--- config.mk ---
export PLATFORM = sky130hd
export DESIGN_NAME = txs_stage_buf
export DESIGN_NICKNAME = d
export VERILOG_FILES = /design/src/rtl/txs_pkg.sv /design/src/rtl/txs_store.sv /design/src/rtl/txs_level.sv /design/src/rtl/txs_err.sv /design/src/rtl/txs_stage_buf.sv
export SDC_FILE = /design/constraint.sdc
export NUM_CORES = 1
export LEC_CHECK = 0
export BUFFER_PORTS_ARGS = -buffer_cell sky130_fd_sc_hd__buf_2
export CORE_MARGIN = 4
export CORE_UTILIZATION = 30
export CTS_CLUSTER_DIAMETER = 150
export DETAILED_ROUTE_END_ITERATION = 16
export GPL_TIMING_DRIVEN = 0
export PLACE_DENSITY = 0.5
export SLEW_MARGIN = 20
export SYNTH_ARGS = -nofsm -noshare
export SYNTH_HDL_FRONTEND = slang
export SYNTH_SLANG_ARGS = --single-unit
--- constraint.sdc ---
create_clock -name clk -period 11.55 [get_ports clk]
set_input_delay 1.155 -clock clk [delete_from_list [all_inputs] [get_ports clk]]
set_output_delay 1.155 -clock clk [all_outputs]
set_load 0.005 [all_outputs]
--- src/rtl/txs_pkg.sv ---
package txs_pkg;
  // Ceiling in bits for a depth setting: (setting + 1) whole words.
  function automatic int unsigned ceil_bits(input int unsigned setting,
                                            input int unsigned word_w);
    return (setting + 1) * word_w;
  endfunction
endpackage

--- src/rtl/txs_store.sv ---
module txs_store #(
  parameter int WORD_W    = 64,
  parameter int MAX_WORDS = 8
) (
  input  logic              clk,
  input  logic              rst_n,
  input  logic              wr_acc,
  input  logic [WORD_W-1:0] wr_data,
  input  logic              pop,
  output logic              head_bit
);
  localparam int PTR_W  = $clog2(MAX_WORDS);
  localparam int BIDX_W = $clog2(WORD_W);

  logic [WORD_W-1:0] mem [MAX_WORDS];
  logic [PTR_W-1:0]  wr_ptr, rd_ptr;
  logic [BIDX_W-1:0] bit_idx;
  logic              word_done;

  assign word_done = (bit_idx == BIDX_W'(WORD_W - 1));
  assign head_bit  = mem[rd_ptr][bit_idx];

  always_ff @(posedge clk) begin
    if (wr_acc) mem[wr_ptr] <= wr_data;
  end

  always_ff @(posedge clk) begin
    if (!rst_n) begin
      wr_ptr  <= '0;
      rd_ptr  <= '0;
      bit_idx <= '0;
    end else begin
      if (wr_acc) wr_ptr <= wr_ptr + PTR_W'(1);
      if (pop) begin
        if (word_done) begin
          bit_idx <= '0;
          rd_ptr  <= rd_ptr + PTR_W'(1);
        end else begin
          bit_idx <= bit_idx + BIDX_W'(1);
        end
      end
    end
  end
endmodule

--- src/rtl/txs_level.sv ---
module txs_level
  import txs_pkg::*;
#(
  parameter int WORD_W   = 64,
  parameter int DEPTH_FW = 3,
  parameter int FILL_W   = 10
) (
  input  logic                clk,
  input  logic                rst_n,
  input  logic [DEPTH_FW-1:0] cfg_depth,
  input  logic                wr_acc,
  input  logic                pop,
  output logic [FILL_W-1:0]   fill_bits,
  output logic                wr_ready
);
  localparam int SUM_W = FILL_W + 1;

  logic [SUM_W-1:0] ceiling, need, fill_nxt;

  assign ceiling  = SUM_W'(ceil_bits(int'(cfg_depth), WORD_W));
  assign need     = SUM_W'(fill_bits) + SUM_W'(WORD_W);
  assign wr_ready = (need <= ceiling);

  always_comb begin
    fill_nxt = SUM_W'(fill_bits);
    if (wr_acc) fill_nxt = fill_nxt + SUM_W'(WORD_W);
    if (pop)    fill_nxt = fill_nxt - SUM_W'(1);
  end

  always_ff @(posedge clk) begin
    if (!rst_n) fill_bits <= '0;
    else        fill_bits <= FILL_W'(fill_nxt);
  end
endmodule

--- src/rtl/txs_err.sv ---
module txs_err (
  input  logic clk,
  input  logic rst_n,
  input  logic udr_evt,
  input  logic clr,
  input  logic en,
  output logic err,
  output logic irq
);
  always_ff @(posedge clk) begin
    if (!rst_n)       err <= 1'b0;
    else if (udr_evt) err <= 1'b1;
    else if (clr)     err <= 1'b0;
  end

  assign irq = err & en;
endmodule

--- src/rtl/txs_stage_buf.sv ---
module txs_stage_buf #(
  parameter int WORD_W   = 64,
  parameter int DEPTH_FW = 3
) (
  input  logic                clk,
  input  logic                rst_n,
  input  logic [DEPTH_FW-1:0] cfg_depth,
  input  logic                wr_valid,
  input  logic [WORD_W-1:0]   wr_data,
  output logic                wr_ready,
  input  logic                ser_take,
  output logic                ser_valid,
  output logic                ser_bit,
  input  logic                err_en,
  input  logic                err_clr,
  output logic                err_udr,
  output logic                irq
);
  localparam int MAX_WORDS = 1 << DEPTH_FW;
  localparam int MAX_BITS  = MAX_WORDS * WORD_W;
  localparam int FILL_W    = $clog2(MAX_BITS + 1);

  logic [FILL_W-1:0] fill_bits;
  logic wr_acc, pop, udr_evt, head_bit;

  assign wr_acc    = wr_valid & wr_ready;
  assign ser_valid = (fill_bits != '0);
  assign pop       = ser_take & ser_valid;
  assign udr_evt   = ser_take & ~ser_valid;
  assign ser_bit   = ser_valid ? head_bit : 1'b1;

  txs_store #(.WORD_W(WORD_W), .MAX_WORDS(MAX_WORDS)) u_store (
    .clk(clk), .rst_n(rst_n), .wr_acc(wr_acc), .wr_data(wr_data),
    .pop(pop), .head_bit(head_bit)
  );

  txs_level #(.WORD_W(WORD_W), .DEPTH_FW(DEPTH_FW), .FILL_W(FILL_W)) u_level (
    .clk(clk), .rst_n(rst_n), .cfg_depth(cfg_depth), .wr_acc(wr_acc),
    .pop(pop), .fill_bits(fill_bits), .wr_ready(wr_ready)
  );

  txs_err u_err (
    .clk(clk), .rst_n(rst_n), .udr_evt(udr_evt), .clr(err_clr),
    .en(err_en), .err(err_udr), .irq(irq)
  );
endmodule

==> results of run 1 <==
## routing by layer
metal	vias to the layer above	global-route usage, %
met3	110	3.57
met2	359	24.2
met1	5880	20.5
met4	12	5.02
li1	4872	-
met5	-	0
## critical path: cells and delay by family, from the launching register on
| family | cells | cell delay [ns] |
|---|---|---|
| compound gates | 4 | 1.16 |
| buf+inv | 3 | 1.19 |
| flops | 1 | 0.34 |
| simple gates | 2 | 0.55 |
## where the power goes
group / switching (mW) / internal [mW]
Clock: 0.765 / 1.09
Combinational: 0.537 / 0.313
Sequential: 0.0598 / 2.36
Total: 1.36 / 3.76
## kinds of logic after synthesis
group                    Yosys count
AO/OA/AOI/OAI                    109
XOR/XNOR                          22
adder cells (fa/ha/maj)           12
buffers and inverters             70
flip-flops                       538
multiplexers                     171
AND/OR/NAND/NOR                  149
## registers in the layout, indices dropped and copies added, names as in the netlist, named ones only
name,flops
u_level.fill_bits,10
u_store.rd_ptr,3
u_store.bit_idx,6
u_store.mem,512
u_store.wr_ptr,3
u_err.err,1
## layout make-up
class	instances	share of cell area (%)
antenna	2	0.0197
buffer	55	1.34
clock buffer	67	5.93
clock inverter	38	1.52
inverter	15	0.222
multi-input combinational	463	19.5
sequential	538	62.6
tap	940	4.63
timing repair buffer	169	4.24
## path summary, 6_finish.rpt
check | from | to | slack [ns]
setup / recovery | u_store.bit_idx[0]$_SDFFE_PN0P_ | ser_bit | 6.54
hold / removal | u_level.fill_bits[3]$_SDFFE_PN0P_ | u_level.fill_bits[3]$_SDFFE_PN0P_ | 0.51
hold reg to reg | u_level.fill_bits[3]$_SDFFE_PN0P_ | u_level.fill_bits[3]$_SDFFE_PN0P_ | 0.51
setup reg to reg | u_level.fill_bits[6]$_SDFF_PN0_ | u_store.mem[0][62]$_DFFE_PP_ | 7.30
## cells in the mapped netlist (2+ instances only)
master	n	area share, %
sky130_fd_sc_hd__nor3_1	2	0.047
sky130_fd_sc_hd__nand3_1	13	0.31
sky130_fd_sc_hd__xnor2_1	14	0.58
sky130_fd_sc_hd__a21oi_1	21	0.50
sky130_fd_sc_hd__nor4b_1	5	0.21
sky130_fd_sc_hd__nor3b_1	3	0.11
sky130_fd_sc_hd__o22ai_1	2	0.059
sky130_fd_sc_hd__o21ai_0	14	0.33
sky130_fd_sc_hd__o211ai_1	14	0.50
sky130_fd_sc_hd__o2111ai_1	3	0.12
sky130_fd_sc_hd__edfxtp_1	512	73
sky130_fd_sc_hd__a211oi_1	6	0.21
sky130_fd_sc_hd__or3_1	2	0.059
sky130_fd_sc_hd__clkbuf_1	14	0.25
sky130_fd_sc_hd__buf_6	8	0.43
sky130_fd_sc_hd__ha_1	12	0.71
sky130_fd_sc_hd__nor4_1	4	0.12
sky130_fd_sc_hd__and3_1	5	0.15
sky130_fd_sc_hd__nand2_1	34	0.60
sky130_fd_sc_hd__buf_4	13	0.46
sky130_fd_sc_hd__nand2b_1	3	0.089
sky130_fd_sc_hd__dfxtp_1	26	2.5
sky130_fd_sc_hd__a41oi_1	2	0.083
sky130_fd_sc_hd__mux2i_1	57	2.7
sky130_fd_sc_hd__nand3b_1	4	0.14
sky130_fd_sc_hd__a31oi_1	5	0.15
sky130_fd_sc_hd__and2_1	5	0.15
sky130_fd_sc_hd__buf_2	19	0.45
sky130_fd_sc_hd__nor2_1	38	0.67
sky130_fd_sc_hd__a221oi_1	5	0.21
sky130_fd_sc_hd__nand4b_1	2	0.083
sky130_fd_sc_hd__a2bb2oi_1	2	0.083
sky130_fd_sc_hd__inv_1	15	0.27
sky130_fd_sc_hd__mux2_2	9	0.48
sky130_fd_sc_hd__a22oi_1	27	0.96
sky130_fd_sc_hd__o221ai_1	4	0.17
sky130_fd_sc_hd__mux4_2	105	11
sky130_fd_sc_hd__xor2_1	8	0.33
sky130_fd_sc_hd__nor2b_1	9	0.27
sky130_fd_sc_hd__nand4_1	13	0.38
## metrics by stage
step / cells / utilization, %
after global placement: 2088 / 32.5
after detailed placement: 2180 / 33.6
after global routing: 2285 / 36.3
after CTS: 2285 / 36.3
final: 2287 / 36.3
after floorplan: 1071 / -
==> impl_summary.md, run 1 <==
Run status
The flow ran to the end, and the final reports show no timing, DRC or antenna violations.

Yosys
Counting distinct cell types in the post-synthesis netlist gives 52. For this run, the number of Yosys warnings is 0. The dominant synthesized flop cell is sky130_fd_sc_hd__edfxtp_1. In this run, synthesis produced a sequential element count of 538. The share of the synthesized netlist area taken by xor and xnor gates is 0.909%. In the synthesized netlist, mux cells make up 14.3% of the area. After Yosys synthesis, and, or, nand and nor cells account for 3.67% of the synthesized area. After synthesis, the share of flip-flops with an asynchronous set or reset is 0%.

The mean instance size in the synthesized netlist is 19.8 µm². The number of standard cells after synthesis is 1071. Summing the sequential cell areas from Yosys gives 75.0% of the chip area. The number of nets in the synthesized netlist is 1156. The number of synthesized flops with an enable pin is 512. The cell area that synthesis handed to floorplanning was 0.0212 mm².

Summing the areas of all compound-gate instances in the mapped netlist gives 3.52% of the synthesized area. The adder and majority gate portion of the synthesized area is 0.708%. The main combinational cell family by area after synthesis is multiplexers.

Critical path
The cell type with the highest occurrence count on the critical path is sky130_fd_sc_hd__clkbuf_1. STA puts the critical path data required time at 10.40 ns. The element type at the critical path end is an output pin. The data arrival time of the worst path is 3.86 ns. On the worst path, the slowest cell contributes a delay of 0.69 ns. Of all nets on the critical path, the largest fanout is 10. The signal on the critical path passes through clkbuf_1, nor2b_1, clkbuf_1, a221oi_1, o2111ai_1, o21ai_0, a2bb2oi_1, and4_1, buf_2. For the worst flop-to-flop path, the logic depth is 13. The kind of start point of the critical path is a flop. Among all stages on the critical path, the largest delay is contributed by sky130_fd_sc_hd__clkbuf_1. The category of the most critical setup path is reg -> out.

Final layout
The post-route cell area is 0.0254 mm². Compared with the post-synthesis result, the final layout area differs by 19.8%. Fill cells in the final layout number 6554. The number of nets at the end of the flow is 1385. Leaving out fill and tap cells, the most frequent cell in the layout is sky130_fd_sc_hd__edfxtp_1. The sequential cell area in the final layout is 0.0159 mm². The top cell types in the final layout, fill and taps aside, are 512 x sky130_fd_sc_hd__edfxtp_1, 132 x sky130_fd_sc_hd__buf_2, 105 x sky130_fd_sc_hd__mux4_2.

The post-route netlist has 31.5% of its cells at a drive strength greater than 1. The multi-input logic area is 0.00495 mm².

Routing
The number of DRC markers after the initial detailed-route iteration is 1113. The routed design uses 26800 µm of met2 wire. Wire segments on met3 add up to 3770 µm in the final route.

For this run, design rule violations remaining after detail routing come to 0. Detailed routing inserted a total of 11.2k vias. The average via count per standard cell is 4.91. The detailed router put a total of 24600 µm of wire on met1. The first detailed-routing pass took 5 iterations. The overall routed net length is 57000 µm. The routed wirelength normalized by instance count is 24.9 µm. The highest metal layer carrying signal wires in the routed design is met5. The final antenna-violating net count is 0.

CTS
Clock tree synthesis found a total of 538 sinks. The post-CTS setup repair buffer count is 0. Gates resized during post-CTS repair numbered 0. The H-tree level count is 2. No sink is reached through more buffers than the 3 on the longest clock path. The TritonCTS clock tree is yes. The number of buffers created by CTS is 58. After clock tree synthesis, the clock-pin slew on the worst setup and hold paths is 0.06 ns. The clock latency on the worst-skew pair is 0.62 ns. The hold-fix buffer count after cts is 0. The buffer type at the clock tree root is sky130_fd_sc_hd__clkbuf_16.

Die
The core area is 0.0700 mm². The initialized floorplan defines 97 standard-cell rows. For this design the top-level I/O count stands at 78. The floorplan step defined a die boundary enclosing 0.0750 mm². The starting density of the core is 30.3%.

In this run the vertical extent of the chip is 274 µm. The die boundary width is 274 µm.

STA
The number of pins exceeding their max-slew limit in the final report came to 0. The final clock skew is 0.0238 ns. The worst path setup slack after routing is 6.54 ns. Setup violations remaining at the end of the flow were counted as 0. The time the worst path needs with I/O delays and setup is 5.01 ns. For the final routed database, the setup TNS stands at 0 ns.

Timing would allow up to 0.200 GHz. The transition time of the tightest slew-check pin is 0.908 ns. The hold slack is 0.508 ns. The share of the cycle needed by the critical path after routing is 43.4%. The tightest slew margin relative to the limit is 39.5%.

Setup repair after global routing left no endpoint under its margin. The final hold violation count came to 0.

Placement
The placed instance area is 0.0235 mm². At the end of routability-driven placement, the weighted congestion stood at 0.808. The half-perimeter wire length after detailed placement is 40100 µm. Timing analysis after detailed placement gives a worst setup slack of 6.63 ns.

The number of input and output port buffers inserted is 77.

Flow run
The max-cap check violation count is 0.

Global route
The initial antenna violation count is 8. The first-pass GRT wire length is 82800 µm. The overall track demand over capacity in global routing is 15.2%. Entering global routing, the biggest net connects 16 pins. For this run the aggregate overflow at the end of global routing stands at 0. The number of global-route vias before repair is 11.7k.

Power and ir drop
Across the VDD grid, the largest voltage drop is 0.109 mV. The ratio of total power to cell area is 202 mW/mm². In this run the static leakage power is 8.17 nW.

The completed layout was analyzed and its total power is 5.12 mW.

Worst hold path
The worst hold path passes through 2 cells. The min-delay analysis places its worst path in the category reg -> reg.
Note: power is estimated with default switching activity, not from simulation.
==> run 2: changes to the inputs <==
clock period = 4.7 ns   (was 11.55 ns; I/O delays follow)
==> impl_summary.md, run 2 (same netlist as run 1, synthesis figures left out) <==
Run status
The flow ran to the end, and the final reports show no timing, DRC or antenna violations.

Routing
The length of routed wiring on met1 is 24800 µm (+0.98%). The overall routed net length was 57300 µm (+0.44%). The routed length on met2 is 27800 µm (+3.6%).

The final antenna-violating net count is 0 (unchanged). The number of iterations in the first detailed-routing pass is 5 (unchanged). The average via count per standard cell came to 4.93 (+0.42%).

Signal routing reaches up to met5. The total number of vias was 11.1k (-1.1%). The final routed DRC violation total is 0 (unchanged). The amount of wire on met3 after detailed routing is 3680 µm (-2.3%). The number of DRC markers after the initial detailed-route iteration was 1011 (-9.2%). The routed wirelength normalized by instance count came to 25.4 µm (+2.0%).

Placement
The half-perimeter wire length after detailed placement is 39900 µm (-0.61%). The placed instance area is 0.0236 mm² (+0.43%). The worst setup timing slack at the placement stage is 0.633 ns (-6.00 ns). The final weighted congestion of routability-driven global placement is 0.815 (+0.78%). The number of input and output port buffers inserted is 77 (unchanged).

The instance count after placement with tap cells included was 2144 (-1.7%).

STA
The final hold violation count was 0 (unchanged). Based on the critical path, the design can be clocked at up to 0.222 GHz. The number of pins exceeding their max-slew limit in the final report came to 0 (unchanged). Setup repair after global routing left no endpoint under its margin. The transition time of the tightest slew-check pin was 1.07 ns (+0.163 ns).

The worst path setup slack after routing is 0.190 ns (-6.35 ns). The total setup violations reported at the end of the flow is 0 (unchanged). The tightest slew margin relative to the limit is 28.6% (-11 points).

The hold slack is 0.112 ns (-0.396 ns). The clock period could shrink to 4.51 ns. In the finished design, the share of the clock period the worst path needs comes to 95.9%. The final clock skew is 0.0192 ns (-0.00463 ns).

The total negative setup slack is 0 ns (unchanged).

Power and ir drop
The ratio of total power to cell area is 486 mW/mm² (+140%). The power after layout is 12.3 mW (+140%). The highest ir drop seen on vdd is 0.268 mV (+150%). The static leakage was 7.95 nW (-2.7%).

Final layout
The register ranked first by flip-flop count is u_store.mem. The share of final-layout standard cells stronger than drive strength 1 is 28.4% (-3.1 points). The post-route cell area is 0.0253 mm² (-0.20%). In the layout the commonest cells are 512 x sky130_fd_sc_hd__edfxtp_1, 105 x sky130_fd_sc_hd__mux4_2, 96 x sky130_fd_sc_hd__buf_2. The core occupancy in the finished layout is 36.2% (-0.073 points). The area growth from synthesis to layout is 19.6%. The final standard cell count with taps included and fillers excluded is 2253 (-1.5%). The number of nets at the end of the flow is 1348 (-2.7%).

The largest registers in the layout are u_store.mem x512, u_level.fill_bits x10, u_store.bit_idx x6. The leading cell type in the layout, fill and taps excluded is sky130_fd_sc_hd__edfxtp_1. The number of flip-flops under the largest register name is 512 (unchanged).

CTS
The clock latency on the worst-skew pair is 0.62 ns (about the same). The worst-case clock buffer depth is 3 (unchanged). TritonCTS built the clock tree. The clock transition time at the flip-flop clock pins of the worst setup and hold paths was 0.06 ns (about the same). The number of buffers created by CTS is 57 (-1.7%).

The buffer type at the clock tree root is sky130_fd_sc_hd__clkbuf_16. The number of clock sinks seen by CTS is 538 (unchanged). The hold-fix buffer count after cts was 0 (unchanged). The H-tree level count is 2 (unchanged). The post-CTS setup repair buffer count is 0 (unchanged).

The quantity of gates resized following cts is 0 (unchanged).

Critical path
The kind of start point of the critical path is a flop. STA classifies the critical path endpoint as an output pin. The required time reported for the critical path endpoint is 4.23 ns (-6.17 ns). The maximum single-stage delay on the critical path is 0.75 ns (+0.06 ns).

For this design, the slowest cell found on the critical path is sky130_fd_sc_hd__nor2_1. The number of buffers and inverters on the critical path is 4 (+1). The largest fanout on the critical path was 10 (unchanged). The gate family responsible for the most delay along the worst path is compound AO/OA/AOI/OAI gates. Traced cell by cell, the critical path runs through buf_2, buf_2, buf_4, nor2_1, a22oi_1, a21oi_1, a211oi_1, o211ai_1, and4_1, buf_2.

The data arrival time of the worst path is 4.04 ns (+0.18 ns). The category of the most critical setup path is reg -> out. Counting stages on the worst path, the most repeated cell is sky130_fd_sc_hd__buf_2.

Die
The starting density of the core was 30.3% (unchanged). The die boundary width is 274 µm (unchanged). The core area is 0.0700 mm² (unchanged). The I/O pin total is 78 (unchanged). The die height was 274 µm (unchanged). The number of rows in the core area is 97 (unchanged). The area of the die came to 0.0750 mm² (unchanged).

Global route
The largest net degree at the start of global routing came to 19 (+3). The first-pass GRT wire length is 82300 µm (-0.56%). The overall track demand over capacity in global routing was 15.3% (+0.093 points). The number of global-route vias before repair was 11.4k (-3.2%). The initial antenna violation count came to 10 (+2). The leftover overflow at the end of global routing is 0 (unchanged).

Worst hold path
The class of the most critical hold timing path is in -> reg.

Flow run
The max-cap check violation count is 0 (unchanged).
-- run 2: cell count changes in the layout (fill, tap and decap cells not counted), moves of 4 or more --
cell                        change
sky130_fd_sc_hd__buf_8         +15
sky130_fd_sc_hd__clkinv_2       -5
sky130_fd_sc_hd__buf_4         -40
sky130_fd_sc_hd__buf_2         -36
sky130_fd_sc_hd__bufinv_16      -4
sky130_fd_sc_hd__buf_6         +23
sky130_fd_sc_hd__clkbuf_1       +8
sky130_fd_sc_hd__clkinv_1       +8
-- run 2: path summary, 6_finish.rpt --
kind	start	end	slack (ns)	depth (start not counted)
min reg2reg	u_level.fill_bits[3]$_SDFFE_PN0P_	u_level.fill_bits[3]$_SDFFE_PN0P_	0.49	2
max reg2reg	u_level.fill_bits[6]$_SDFF_PN0_	u_store.mem[1][48]$_DFFE_PP_	0.65	12
min	ser_take	u_err.err$_SDFFE_PN0P_	0.11	3
max	flop	ser_bit	0.19	10
-- run 2: layer usage --
| metal | global-route usage, % | up-vias |
|---|---|---|
| met1 | 20.8 | 5886 |
| met3 | 3.23 | 67 |
| li1 | - | 4816 |
| met5 | 0 | - |
| met4 | 3.23 | 8 |
| met2 | 25.3 | 336 |
-- run 2: power by group --
| group | internal, mW | switching (mW) | total [mW] |
|---|---|---|---|
| combinational | 0.822 | 1.33 | 2.15 |
| clock | 2.39 | 1.82 | 4.21 |
| sequential | 5.79 | 0.156 | 5.95 |
| total | 9.00 | 3.30 | 12.3 |
-- run 2: worst reg2reg max path, cell delays in order (launching register included) --
cell and delay, ns:
sky130_fd_sc_hd__dfxtp_1 0.46, sky130_fd_sc_hd__inv_1 0.13, sky130_fd_sc_hd__ha_1 0.37, sky130_fd_sc_hd__ha_1 0.30, sky130_fd_sc_hd__and4b_1 0.20, sky130_fd_sc_hd__a211oi_1 0.35, sky130_fd_sc_hd__nor2_1 0.11, sky130_fd_sc_hd__and3b_1 0.30
sky130_fd_sc_hd__nand2_1 0.25, sky130_fd_sc_hd__nor3_4 0.64, sky130_fd_sc_hd__buf_8 0.25, sky130_fd_sc_hd__buf_8 0.20, sky130_fd_sc_hd__buf_16 0.17
-- run 2: cell type report --
cell class / count / area [µm²]
clock inverter: 34 / 255
multi-input combinational: 463 / 5000
sequential: 538 / 15900
fill: 6547 / 44700
inverter: 15 / 56.3
buffer: 55 / 339
antenna: 3 / 7.51
clock buffer: 72 / 1480
timing repair buffer: 133 / 1130
tap: 940 / 1180
==> run 3: changes to the inputs <==
CORE_MARGIN = 3   (was 4)
REMOVE_ABC_BUFFERS = 1   (was default)
==> impl_summary.md, run 3 (same netlist as run 1, synthesis figures left out) <==
CTS
The H-tree level count is 2 (unchanged). The worst-case clock buffer depth is 3 (unchanged). The buffer type at the clock tree root is sky130_fd_sc_hd__clkbuf_16. TritonCTS built the clock tree. The number of clock sinks seen by CTS is 538 (unchanged). The clock latency on the worst-skew pair is 0.60 ns (-0.02 ns). The post-CTS setup repair buffer count is 0 (unchanged).

The number of buffers created by CTS came to 56 (-1.8%). The clock transition time at the flip-flop clock pins of the worst setup and hold paths is 0.06 ns (about the same).

Final layout
The post-route cell area is 0.0252 mm² (-0.64%). The largest registers in the layout are u_store.mem x512, u_level.fill_bits x10, u_store.bit_idx x6. The number of nets at the end of the flow came to 1338 (-0.74%). The number of flip-flops under the largest register name is 512 (unchanged). Leaving out fill and tap cells, the most frequent cells in the layout are 512 x sky130_fd_sc_hd__edfxtp_1, 109 x sky130_fd_sc_hd__buf_2, 105 x sky130_fd_sc_hd__mux4_2. The register ranked first by flip-flop count is u_store.mem. The library cell used most frequently in the layout, excluding fill and tap cells, is sky130_fd_sc_hd__edfxtp_1. The number of fillers in the final layout came to 6459 (-1.3%).

The share of final-layout standard cells stronger than drive strength 1 came to 30.3% (+1.9 points). Relative to the synthesized area, the layout overhead comes to 18.8%.

Critical path
The category of the most critical setup path is reg -> out. The element type at the critical path end is an output pin. The required time reported for the critical path endpoint is 4.23 ns (about the same). The worst setup path is launched from a flop. The largest fanout on the critical path is 38 (+28).

The data arrival time of the worst path was 4.03 ns (about the same).

STA
The worst path setup slack after routing came to 0.198 ns (+0.00769 ns). The share of the cycle needed by the critical path after routing is 95.8% (-0.16 points). The time the worst path needs with I/O delays and setup is 4.50 ns (-0.00769 ns). The maximum operating frequency is 0.222 GHz (+0.17%).

The final clock skew is 0.0130 ns (-0.00615 ns). The final hold violation count is 0 (unchanged). The total setup violations reported at the end of the flow is 0 (unchanged). The number of pins exceeding their max-slew limit in the final report came to 0 (unchanged).

The tightest slew margin relative to the limit is 38.5% (+9.9 points). Setup repair after global routing left no endpoint under its margin. The transition time of the tightest slew-check pin was 0.921 ns (-0.150 ns).

Global route
The overall track demand over capacity in global routing is 13.5% (-1.7 points). The largest net degree at the start of global routing is 42 (+23). The first-pass GRT wire length is 74800 µm (-9.2%).

The number of global-route vias before repair was 11.2k (-1.9%). The initial antenna violation count is 9 (-1). The leftover overflow at the end of global routing is 0 (unchanged).

Routing
The average via count per standard cell is 4.80 (-2.8%). The total number of vias was 10.7k (-3.6%). The routed wirelength normalized by instance count is 22.4 µm (-12%).

The final antenna-violating net count is 0 (unchanged). The final routed DRC violation total was 0 (unchanged). The number of DRC markers after the initial detailed-route iteration was 944 (-6.6%). The number of iterations in the first detailed-routing pass is 5 (unchanged).

The overall routed net length is 50000 µm (-13%).

Die
The area of the die is 0.0739 mm² (-1.5%). The die height was 272 µm (-0.73%). The I/O pin total is 78 (unchanged). The die boundary width is 272 µm (-0.73%). The starting density of the core came to 30.6% (+0.32 points).

The core area was 0.0693 mm² (-1.0%). The number of rows in the core area is 96 (-1.0%).

Power and ir drop
The power after layout came to 12.1 mW (-1.4%). The highest ir drop seen on vdd is 0.350 mV (+30%). The ratio of total power to cell area is 482 mW/mm² (-0.74%). The static leakage is 7.96 nW (+0.20%).

Placement
The half-perimeter wire length after detailed placement is 33300 µm (-16%). The worst setup timing slack at the placement stage is 0.0414 ns (-0.592 ns). The placed instance area is 0.0234 mm² (-0.88%). The final weighted congestion of routability-driven global placement is 0.686 (-16%).

The number of input and output port buffers inserted is 77 (unchanged).

Run status
The flow ran to the end, and the final reports show no timing, DRC or antenna violations.

Flow run
The max-cap check violation count is 0 (unchanged).

Worst hold path
The class of the most critical hold timing path is in -> reg.
==> run 3: layout make-up <==
cell class	instances	area, µm²	share of cell area [%]
well taps	931	1160	4.63
clock buffers	67	1470	5.85
multi-input cells	463	4980	19.8
inverters	15	56.3	0.224
flip-flops and latches	538	15900	63.2
clock inverters	37	289	1.15
repair buffers	179	1300	5.17
diodes	3	7.51	0.0298
==> run 3: final timing paths <==
kind,startpoint,to,slack [ns],depth (start not counted)
max,flop,ser_bit,0.20,9
min,ser_take,u_err.err$_SDFFE_PN0P_,0.13,3
max reg2reg,u_level.fill_bits[6]$_SDFF_PN0_,u_store.mem[2][13]$_DFFE_PP_,0.43,14
min reg2reg,u_level.fill_bits[3]$_SDFFE_PN0P_,u_level.fill_bits[3]$_SDFFE_PN0P_,0.49,2
==> run 3: power breakdown <==
part	total [mW]	internal [mW]	leakage, nW	switching [mW]
Clock	4.25	2.44	0.864	1.81
Combinational	1.86	0.758	2.25	1.10
Sequential	6.02	5.79	4.85	0.231
==> run 3: timing repair <==
| action | CTS | global route |
|---|---|---|
| hold buffers | 0 | 0 |
| setup endpoints to repair | 0 | 10 |
| gates resized for setup | 0 | 2 |
| hold endpoints to repair | 0 | 0 |
==> run 3: routing by layer <==
layer	vias to the layer above	track usage (%)	part of all wire [%]	wire length, µm
met4	8	3.36	2.2	1080
li1	4778	-	-	-
met2	214	21.8	48	23800
met3	81	2.87	4.6	2310
met5	-	0	0.10	52
met1	5628	18.8	46	22800
==> run 3: worst max-delay path, cell delays in order (launching register included) <==
cell,delay (ns)
sky130_fd_sc_hd__dfxtp_4,0.47
sky130_fd_sc_hd__buf_16,0.26
sky130_fd_sc_hd__inv_1,0.69
sky130_fd_sc_hd__nand2_1,0.09
sky130_fd_sc_hd__and3_1,0.22
sky130_fd_sc_hd__nor4_1,0.77
sky130_fd_sc_hd__nor4_1,0.19
sky130_fd_sc_hd__o211ai_1,0.20
sky130_fd_sc_hd__and4_1,0.34
sky130_fd_sc_hd__buf_2,0.15
==> run 3: metrics by stage <==
| step | hold slack, ns | cells | util, % | setup TNS (ns) |
|---|---|---|---|---|
| 5_1_grt | 0.116 | 2230 | 36.3 | 0 |
| 6_report | 0.131 | 2233 | 36.3 | 0 |
| 3_5_place_dp | 0.480 | 2125 | 33.7 | 0 |
| 3_3_place_gp | 0.476 | 2024 | 32.3 | -4918.91 |
| 2_1_floorplan | 0.457 | 1016 | - | -1524.89 |
| 4_1_cts | 0.0898 | 2229 | 36.3 | 0 |
